File: src/rtl/adc_serial_seq.sv
module adc_serial_seq #(
  parameter int DW          = 10,
  parameter int FRAME_MAX   = 16,
  parameter int SAMPLE_EDGE = 3,
  parameter int CS_HOLD     = 3,
  parameter int TIMEOUT     = 64,
  parameter int SYNC        = 2
) (
  input  logic          clk,
  input  logic          rst_n,
  input  logic          cs_n,
  input  logic          io_clk,
  input  logic          conv_done,
  input  logic [DW-1:0] conv_data,
  output logic          sdo,
  output logic          sdo_en,
  output logic          sample_en,
  output logic          conv_start,
  output logic          conv_abort,
  output logic          sync_lost
);
  localparam int CW = $clog2(FRAME_MAX + 1);
  localparam int TW = $clog2(TIMEOUT + 1);
  localparam int HW = $clog2(CS_HOLD + 1);

  typedef enum logic [2:0] {T_IDLE, T_SHIFT, T_WAIT, T_LONG, T_SHORT, T_LOST} tstate_t;

  tstate_t        st;
  logic [SYNC-1:0] io_sh, cs_sh;
  logic           io_d;
  logic           cs_q;
  logic [HW-1:0]  cs_cnt;
  logic [CW-1:0]  cnt;
  logic [TW-1:0]  tcnt;
  logic [DW-1:0]  shreg, result;
  logic           busy;

  wire io_s      = io_sh[SYNC-1];
  wire cs_s      = cs_sh[SYNC-1];
  wire io_fall   = io_d & ~io_s;
  wire io_rise   = ~io_d & io_s;
  wire cs_take   = (cs_s != cs_q) && (cs_cnt == HW'(CS_HOLD - 1));
  wire sel_evt   = cs_take & ~cs_s;
  wire desel_evt = cs_take & cs_s;

  assign sdo_en    = ~cs_q;
  assign sdo       = sdo_en & shreg[DW-1];
  assign sync_lost = (st == T_LOST);

  always_ff @(posedge clk or negedge rst_n) begin
    if (!rst_n) begin
      io_sh <= '0;
      cs_sh <= '1;
      io_d  <= 1'b0;
    end else begin
      io_sh <= {io_sh[SYNC-2:0], io_clk};
      cs_sh <= {cs_sh[SYNC-2:0], cs_n};
      io_d  <= io_s;
    end
  end

  always_ff @(posedge clk or negedge rst_n) begin
    if (!rst_n) begin
      cs_q   <= 1'b1;
      cs_cnt <= '0;
    end else if (cs_s == cs_q) begin
      cs_cnt <= '0;
    end else if (cs_take) begin
      cs_q   <= cs_s;
      cs_cnt <= '0;
    end else begin
      cs_cnt <= cs_cnt + 1'b1;
    end
  end

  always_ff @(posedge clk or negedge rst_n) begin
    if (!rst_n) begin
      st         <= T_IDLE;
      cnt        <= '0;
      tcnt       <= '0;
      shreg      <= '0;
      result     <= '0;
      busy       <= 1'b0;
      sample_en  <= 1'b0;
      conv_start <= 1'b0;
      conv_abort <= 1'b0;
    end else begin
      conv_start <= 1'b0;
      conv_abort <= 1'b0;
      if (!sel_evt && busy && conv_done) begin
        result <= conv_data;
        busy   <= 1'b0;
      end
      if (sel_evt) begin
        st        <= T_SHIFT;
        cnt       <= '0;
        shreg     <= result;
        sample_en <= 1'b0;
        if (busy) begin
          busy       <= 1'b0;
          conv_abort <= 1'b1;
        end
      end else if (desel_evt) begin
        sample_en <= 1'b0;
        if (st != T_LOST) st <= T_IDLE;
      end else begin
        case (st)
          T_SHIFT: if (io_fall) begin
            cnt   <= cnt + 1'b1;
            shreg <= {shreg[DW-2:0], 1'b0};
            if (cnt == CW'(SAMPLE_EDGE - 1)) sample_en <= 1'b1;
            if (cnt == CW'(DW - 1)) begin
              sample_en  <= 1'b0;
              conv_start <= 1'b1;
              busy       <= 1'b1;
              tcnt       <= '0;
              st         <= T_WAIT;
            end
          end
          T_WAIT: begin
            if (io_rise)                         st <= T_LONG;
            else if (tcnt == TW'(TIMEOUT - 1))  st <= T_SHORT;
            else                                 tcnt <= tcnt + 1'b1;
          end
          T_LONG: begin
            if (cnt == CW'(FRAME_MAX)) begin
              if (!busy) begin
                st    <= T_SHIFT;
                cnt   <= '0;
                shreg <= result;
              end
            end else if (io_fall) begin
              cnt <= cnt + 1'b1;
            end
          end
          T_SHORT: begin
            if (!busy) begin
              st    <= T_SHIFT;
              cnt   <= '0;
              shreg <= result;
            end else if (io_rise) begin
              st <= T_LOST;
            end
          end
          default: ;
        endcase
      end
    end
  end
endmodule


File: config.mk
export PLATFORM = sky130hd
export DESIGN_NAME = adc_serial_seq
export DESIGN_NICKNAME = d
export VERILOG_FILES = /design/src/rtl/adc_serial_seq.sv
export SDC_FILE = /design/constraint.sdc
export NUM_CORES = 1
export LEC_CHECK = 0
export CORE_AREA = 3 3 79 81
export CTS_CLUSTER_DIAMETER = 30
export DETAILED_ROUTE_END_ITERATION = 10
export DIE_AREA = 0 0 82 84
export PLACE_DENSITY = 0.67
export RECOVER_POWER = 25
export SLEW_MARGIN = 25
export SYNTH_ARGS = -nofsm -noshare
export SYNTH_HDL_FRONTEND = slang
export SYNTH_SLANG_ARGS = --single-unit
File: constraint.sdc
create_clock -name clk -period 3.05 [get_ports clk]
set_clock_uncertainty 0.2 [all_clocks]
set_input_delay 0.305 -clock clk [delete_from_list [all_inputs] [get_ports clk]]
set_output_delay 0.305 -clock clk [all_outputs]
set_load 0.05 [all_outputs]
Word level (Yosys, flattened, before mapping). Index checks and enable logic that the tools add are counted.

Bits in registers: 47. Memory bits (read-only): 0. Latch bits: 0. Memories: 0. Bits of input ports: 15. RAM bits: 0. Output and inout bits: 6. Word-level logic and storage cells: 123.

Shift-type cells: 0. Order comparisons: 0. Multipliers: 0. Eq/ne operators: 27. Mux-type cells: 51. $add $sub $neg: 3. Div/mod/pow operators: 0. Bitwise logic cells: 12. Reductions and logical operators: 16.

Operators with widths (number): $mux 10 (5); $mux 3 (11); $pmux 10 s3 (1); $mux 7 (4); $mux 5 (5); $mux 1 (20); $ne 4x4->1 const B (4); $pmux 5 s3 (1); $pmux 7 s2 (1); $pmux 3 s4 (1); $ne 2x2->1 const B (5); $ne 5x5->1 const B (2); $ne 3x3->1 const B (3); $reduce_and 8->1 (1); $reduce_bool 4->1 (2); $add 7x1->7 const B (1); $eq 7x6->1 const B (1); $not 1->1 (7); $reduce_and 7->1 (1); $eq 3x2->1 const B (2); $eq 3x3->1 const B (2); $reduce_bool 3->1 (2); $reduce_bool 6->1 (1); $add 5x1->5 const B (1); 17 further kinds (25).

Logic depth before layout (Yosys ltp). Gate-level depths: netlist (run 1).

Depth in word-level cells: 12. Depth in mapped cells: 8. Gate-level depth less buffers: 7.

Worst setup path after synthesis (run 1). OpenSTA, ideal clock, no wires.

Path type: register -> register. Start: reg cs_sh[1]. End: reg shreg[1]. Path slack: 769 ps. Path buffers: 1. Stages on the path, launching flop included: 7. Setup time: 125 ps. Data required time: 2725 ps. Period minus slack after synthesis: 2281 ps. Arrival time: 1956 ps. Path through: dfstp_2 buf_2 nor3b_1 nand2_2 nand3_1 mux2_2 mux2_2.

Longest elaborated chain between the ends: 5. Elaborated cells on any way between the ends: 11. Those cells by class: eq/ne (4); mux (1); bitwise (3); reduce/logical (3).

RTL lines: from (decl) (RTL line 29) `logic [SYNC-1:0] io_sh, cs_sh;`; from (signal assigned) (RTL line 57) `cs_sh <= {cs_sh[SYNC-2:0], cs_n};`; $ne 1x1->1 (RTL line 42) `wire cs_take = (cs_s != cs_q) && (cs_cnt == HW'(CS_HOLD - 1));`; $logic_and 1x1->1 (RTL line 42); $and 1x1->1, on equally long branches (RTL line 43, 44); $ne 3x3->1 (no line), or another cell as far along; $reduce_and 4->1 (no line); to (signal assigned) (RTL line 97) `shreg <= result;`; to (signal assigned) (RTL line 110) `shreg <= {shreg[DW-2:0], 1'b0};`; to (signal assigned) (RTL line 130) `shreg <= result;`; to (decl) (RTL line 35) `logic [DW-1:0] shreg, result;`.

Parallel ways exist; a longest one is shown, timed or not. A chain may end at the register's enable or synchronous reset.

Final worst setup path (run 1).
Start: reg st[0]. End: out sync_lost.

Longest elaborated chain between the ends: 1.

RTL lines: from (decl) (RTL line 28) `tstate_t st;`; from (signal assigned) (RTL line 78) `st <= T_IDLE;`; from (signal assigned) (RTL line 95) `st <= T_SHIFT;`; from (signal assigned) (RTL line 105) `if (st != T_LOST) st <= T_IDLE;`; $eq 3x3->1 (RTL line 48) `assign sync_lost = (st == T_LOST);`; to (decl) (RTL line 20) `output logic sync_lost`.

Every way passes these cells.

==> results of run 1 <==
[routing by layer]
layer | part of all wire | GRT usage
met5 | 0 | 0
met4 | 0.0098 | 0.0363
met2 | 0.46 | 0.256
met3 | 0.052 | 0.0324
met1 | 0.47 | 0.229
[repair_timing]
action / in CTS / in global routing
hold endpoints to repair: 44 / 0
gates resized for setup: 0 / 0
hold buffers: 1 / 0
endpoints found under the setup margin: 0 / 0
[state kept, by name, summed over array words and instances (netlist names)]
signal / count
result: 10
conv_start: 1
conv_abort: 1
io_sh: 2
cnt: 5
io_d: 1
cs_q: 1
busy: 1
shreg: 10
tcnt: 7
st: 3
cs_cnt: 2
sample_en: 1
cs_sh: 2
[kinds of logic after synthesis]
family,after synthesis
adder cells (fa/ha/maj),5
AND/OR/NAND/NOR,79
flip-flops,47
AO/OA/AOI/OAI,51
XOR/XNOR,2
multiplexers,32
buffers and inverters,17
[critical path, cell delays in order (launching register included)]
cell and delay, ns:
dfrtp_1 0.58, nor2b_1 0.30, nand2_1 0.15, inv_1 0.09, clkdlybuf4s50_1 0.80
[final timing paths]
| path | startpoint | end | slack (ns) | depth (start not counted) |
|---|---|---|---|---|
| min | cs_sh[0] | cs_sh[1] | 0.16 | 0 |
| min reg2reg | cs_sh[0] | cs_sh[1] | 0.16 | 0 |
| min in group asynchronous | rst_n | sample_en | 0.56 | 2 |
| max in group asynchronous | rst_n | cnt[0] | 1.38 | 2 |
| max | st[0] | sync_lost | 0.31 | 4 |
| max reg2reg | st[2] | shreg[6] | 0.43 | 4 |
[final cells by class]
type                            count  area, um^2
Clock buffer                        5        68.8
Clock inverter                      3        46.3
Fill cell                         505        2650
Inverter                            7        26.3
Multi-Input combinational cell    169        1260
Sequential cell                    47        1180
Tap cell                           72        90.1
Timing Repair Buffer               23         220
[where the power goes]
part	internal, uW	switching [uW]
clock network	247	223
registers	760	177
logic	383	416
[per-stage QoR]
step / area (um^2) / hold WS, ns / utilization
final: 2890 / 0.160 / 0.522
after floorplan: 2510 / -0.191 / -
after global placement: 2770 / 0.145 / 0.500
after detailed placement: 2770 / 0.147 / 0.500
after global routing: 2890 / 0.171 / 0.522
after CTS: 2900 / 0.161 / 0.523
[cells in the final DEF, fill, tap and decap left out, types with 4 or more instances in the layout]
cell             count
inv_1                7
nor3_1               6
nand2_1             18
dfrtp_1             44
clkbuf_8             5
o21ai_0             11
nor2b_1              7
mux2_2              28
nand2b_1             4
clkdlybuf4s50_1     17
a211o_1              4
nor2_1              10
nand3_1              6
ha_1                 5
or3_1                5
a21oi_1             10
==> flow_metrics.py, run 1 <==
metrics = {
    "run_status": {
        "status": "complete, no violations",
    },
    "finish": {
        "final_nets": 273,
        "finalNonFillerCells": 326,
        "syn_to_final_growth_pct": 15.2,
        "n_antenna_cell": 0,
        "drive_gt1_frac": 0.197,
    },
    "synthesis": {
        "ys_top_cells_by_area": "dfrtp_1 (44%), mux2_2 (13%), dfstp_2 (3.1%)",
        "yosysSeqAreaShare": 0.470,
        "postSynthCellCount": 233,
        "ys_warn_count": 0,
        "synth_cell_type_count": 56,
        "syn_area_um2": 2510,
        "yosys_most_used_dff": "dfrtp_1",
        "synth_compound_area_frac": 0.151,
        "synth_nets": 253,
        "synth_commonest_cells": "dfrtp_1 (44), mux2_2 (28), nand2_1 (18), o21ai_0 (11)",
        "synth-adder-area-share": 0.0249,
        "synth-seq-cells": 47,
        "synth_top_family_by_area": "simple AND/OR/NAND/NOR gates",
        "yosysMostFrequentCell": "dfrtp_1",
        "async_flop_share": 1.00,
        "yosys.area.top_type": "dfrtp_1",
        "syn_area_per_cell_um2": 10.8,
        "synth_edf_count": 0,
        "post-synth-top-area-fraction": 0.438,
        "synthMuxAreaShare": 0.142,
        "synthSimpleGateAreaFrac": 0.177,
        "synth_xor_xnor_area_share": 0.00697,
    },
    "clock_network": {
        "cts_buffer_depth": 2,
        "cts_tree": "yes",
        "clock_sinks": 47,
        "clk_pin_slew_ns": 0.09,
        "cts_setup_buffers": 0,
        "insertion_delay_ns": 0.30,
        "cts_root_buf": "clkbuf_8",
        "cts_made_buffers": 5,
        "htree_levels": 2,
    },
    "sta": {
        "finalCritPeriodShare": 0.900,
        "finalHoldViolCount": 0,
        "worstMarginPinSlew_ns": 1.16,
        "drv_slew": 0,
        "finalSetupViolations": 0,
        "final.setup.worst_slack_ns": 0.306,
        "post-route-min-period_ns": 2.74,
        "setup_tns_ns": 0,
        "fmax_ghz": 0.364,
        "max_slew_margin": 0.227,
        "rsz0062_at_grt": "false",
    },
    "floorplan": {
        "ios": 21,
        "rows": 27,
        "start_util": 0.453,
        "die_w_um": 82,
        "fp.dieArea_um2": 6890,
        "die_height_um": 84,
        "coreArea_um2": 5540,
    },
    "routing": {
        "antenna_left": 0,
        "drt_pass1_iterations": 4,
        "wl_per_cell_um": 15.1,
        "vias": 1833,
        "drt_iter0_drc": 169,
        "drc": 0,
        "routed_via_density": 5.62,
        "wl_um": 4910,
    },
    "critical_path": {
        "critPathCaptureType": "output pin",
        "crit_required_ns": 2.54,
        "cp_max_fo": 15,
        "crit_type": "flop to output pin",
        "arrival_ns": 2.24,
        "worst_setup_path_start_kind": "flop",
    },
    "global_route": {
        "grt_pass1_wl_um": 8820,
        "grtUsageTotal": 0.163,
        "overflow": 0,
        "antenna_found_initial": 0,
        "grt_pass1_vias": 1857,
        "grt_max_degree": 48,
    },
    "place": {
        "numPortBuffers": 20,
        "gp_congestion": 0.878,
        "place_ws_ns": 0.456,
        "dpl.hpwl_um": 3450,
        "dp.cells": 317,
    },
    "power": {
        "powerDensity_nw_per_um2": 763,
        "leakagePower_uw": 0.00126,
        "total_power_uw": 2210,
        "peakVddDrop_mv": 0.363,
    },
    "flow_run": {
        "maxCapViolCount": 0,
    },
    "hold_path": {
        "hold_class": "flop to flop",
    },
}
No activity file was read; power rests on OpenSTA's default activity.
==> run 2, diff against run 1 <==
--- a/config.mk
+++ b/config.mk
@@ -9,8 +9,10 @@
 export CTS_CLUSTER_DIAMETER = 30
 export DETAILED_ROUTE_END_ITERATION = 10
 export DIE_AREA = 0 0 82 84
+export GPL_TIMING_DRIVEN = 0
 export PLACE_DENSITY = 0.67
 export RECOVER_POWER = 25
+export SKIP_LAST_GASP = 1
 export SLEW_MARGIN = 25
 export SYNTH_ARGS = -nofsm -noshare
 export SYNTH_HDL_FRONTEND = slang
==> run 2 against run 1 <==
Largest cell class unchanged. Final area rose by 0.69%. Worst setup slack worse by 0.016 ns. Power is 0.45% lower. Critical path depth increased by 1. Critical endpoint unchanged. Die area did not move. Highest routed layer unchanged.
==> flow_metrics.py, run 2 (synthesized netlist as in run 1, its figures left out) <==
metrics = {
    "clock_network": {
        "insertion_delay_ns": 0.29,
        "clock_sinks": 47,
        "clk_pin_slew_ns": 0.08,
        "cts_made_buffers": 5,
        "cts_tree": "yes",
        "cts_buffer_depth": 2,
        "cts_setup_buffers": 0,
        "cts_hold_buf": 1,
        "cts_root_buf": "clkbuf_8",
        "cts_resized": 0,
        "htree_levels": 2,
    },
    "critical_path": {
        "timing.rr.start": "cs_sh[1]",
        "startpoint": "st[1]",
        "reg2reg_to": "shreg[9]",
        "critPathMaxStageDelay_ns": 0.80,
        "critPathCaptureType": "output pin",
        "rr_worst_depth": 6,
        "crit_type": "flop to output pin",
        "worst_setup_path_start_kind": "flop",
        "arrival_ns": 2.25,
        "crit_required_ns": 2.54,
        "crit_path_end": "sync_lost",
        "cp_max_fo": 10,
        "cp_slowest_cell": "clkdlybuf4s50_1",
        "cp_cell_sequence": "clkbuf_1 -> nor2b_1 -> nand2_1 -> inv_1 -> clkdlybuf4s50_1",
        "rrSetupSlack_ns": 0.40,
    },
    "sta": {
        "fmax_ghz": 0.362,
        "setup_tns_ns": 0,
        "max_slew_margin": 0.237,
        "drv_slew": 0,
        "finalCritPeriodShare": 0.905,
        "finalHoldViolCount": 0,
        "rsz0062_at_grt": "false",
        "post-route-min-period_ns": 2.76,
        "final.setup.worst_slack_ns": 0.290,
        "finalSetupViolations": 0,
        "worstMarginPinSlew_ns": 1.14,
    },
    "place": {
        "place_ws_ns": 0.423,
        "postPlaceCellArea_um2": 2800,
        "dpl.hpwl_um": 3430,
        "gp_congestion": 0.836,
        "dp.cells": 325,
        "numPortBuffers": 20,
    },
    "routing": {
        "wl_per_cell_um": 14.5,
        "drt_pass1_iterations": 4,
        "routed_via_density": 5.59,
        "vias": 1863,
        "wl_um": 4810,
        "drc": 0,
        "drt_iter0_drc": 128,
        "antenna_left": 0,
    },
    "finish": {
        "n_antenna_cell": 0,
        "final_nets": 281,
        "fill_cells": 517,
        "most-common-layout-cells": "dfrtp_1 (44), mux2_2 (28), nand2_1 (18)",
        "finalNonFillerCells": 333,
        "fin_area_um2": 2910,
        "syn_to_final_growth_pct": 16.0,
        "reg_top3": "result x10, shreg x10, tcnt x7",
        "layout_commonest_cell": "dfrtp_1",
        "drive_gt1_frac": 0.192,
    },
    "floorplan": {
        "ios": 21,
        "coreArea_um2": 5540,
        "die_w_um": 82,
        "rows": 27,
        "fp.dieArea_um2": 6890,
        "die_height_um": 84,
        "start_util": 0.453,
    },
    "global_route": {
        "grt_max_degree": 48,
        "grtUsageTotal": 0.157,
        "grt_pass1_wl_um": 8610,
        "grt_pass1_vias": 1847,
        "overflow": 0,
        "antenna_found_initial": 0,
    },
    "run_status": {
        "status": "complete, no violations",
    },
    "power": {
        "leakagePower_uw": 0.00126,
        "total_power_uw": 2200,
        "powerDensity_nw_per_um2": 754,
        "peakVddDrop_mv": 0.347,
    },
    "flow_run": {
        "maxCapViolCount": 0,
    },
    "hold_path": {
        "hold_class": "flop to flop",
    },
}
run 2: cell count changes in the layout (fill, tap and decap cells not counted):
| cell | before | now |
|---|---|---|
| clkbuf_1 | 0 | 7 |
| buf_2 | 0 | 2 |
| buf_4 | 2 | 1 |
| inv_6 | 1 | 0 |
run 2: final cells by class:
| type | count | area (um^2) | share of cell area |
|---|---|---|---|
| flip-flops and latches | 47 | 1180 | 0.405 |
| clock inverters | 2 | 37.5 | 0.0129 |
| plain buffers | 10 | 43.8 | 0.0150 |
| multi-input cells | 169 | 1260 | 0.433 |
| repair buffers | 21 | 205 | 0.0704 |
| well taps | 72 | 90.1 | 0.0309 |
| clock buffers | 5 | 68.8 | 0.0236 |
| inverters | 7 | 26.3 | 0.00902 |
run 2: per-layer routing:
layer	up-vias	share of wire	GRT usage
met1	922	0.49	0.225
li1	912	-	-
met5	-	0	0
met4	0	0.0075	0.0363
met3	4	0.031	0.0356
met2	25	0.47	0.238
run 2: stage by stage:
stage                     utilization  hold WS, ns
final                           0.526        0.154
after floorplan                     -       -0.191
after global routing            0.526        0.167
after global placement          0.506        0.133
after detailed placement        0.505        0.135
after CTS                       0.526        0.156
run 2: report_power, final:
| part | switching [uW] | internal (uW) |
|---|---|---|
| Combinational | 495 | 397 |
| Clock | 200 | 240 |
| Sequential | 105 | 760 |
| Total | 801 | 1400 |
run 2: worst max-delay path, delay by kind of cell (launching register included):
| kind | cells | cell delay, ns |
|---|---|---|
| buf+inv | 3 | 1.12 |
| flops | 1 | 0.43 |
| simple gates | 2 | 0.43 |
run 2: worst min-delay path by stage:
stage	from	slack, ns	cells past startpoint	end
floorplan	rst_n	-0.19	0	busy
global placement	io_sh[0]	0.13	0	io_sh[1]
detailed placement	io_sh[0]	0.13	0	io_sh[1]
CTS	io_sh[0]	0.16	0	io_sh[1]
global route	cs_sh[0]	0.17	0	cs_sh[1]
finish	io_sh[0]	0.15	0	io_sh[1]
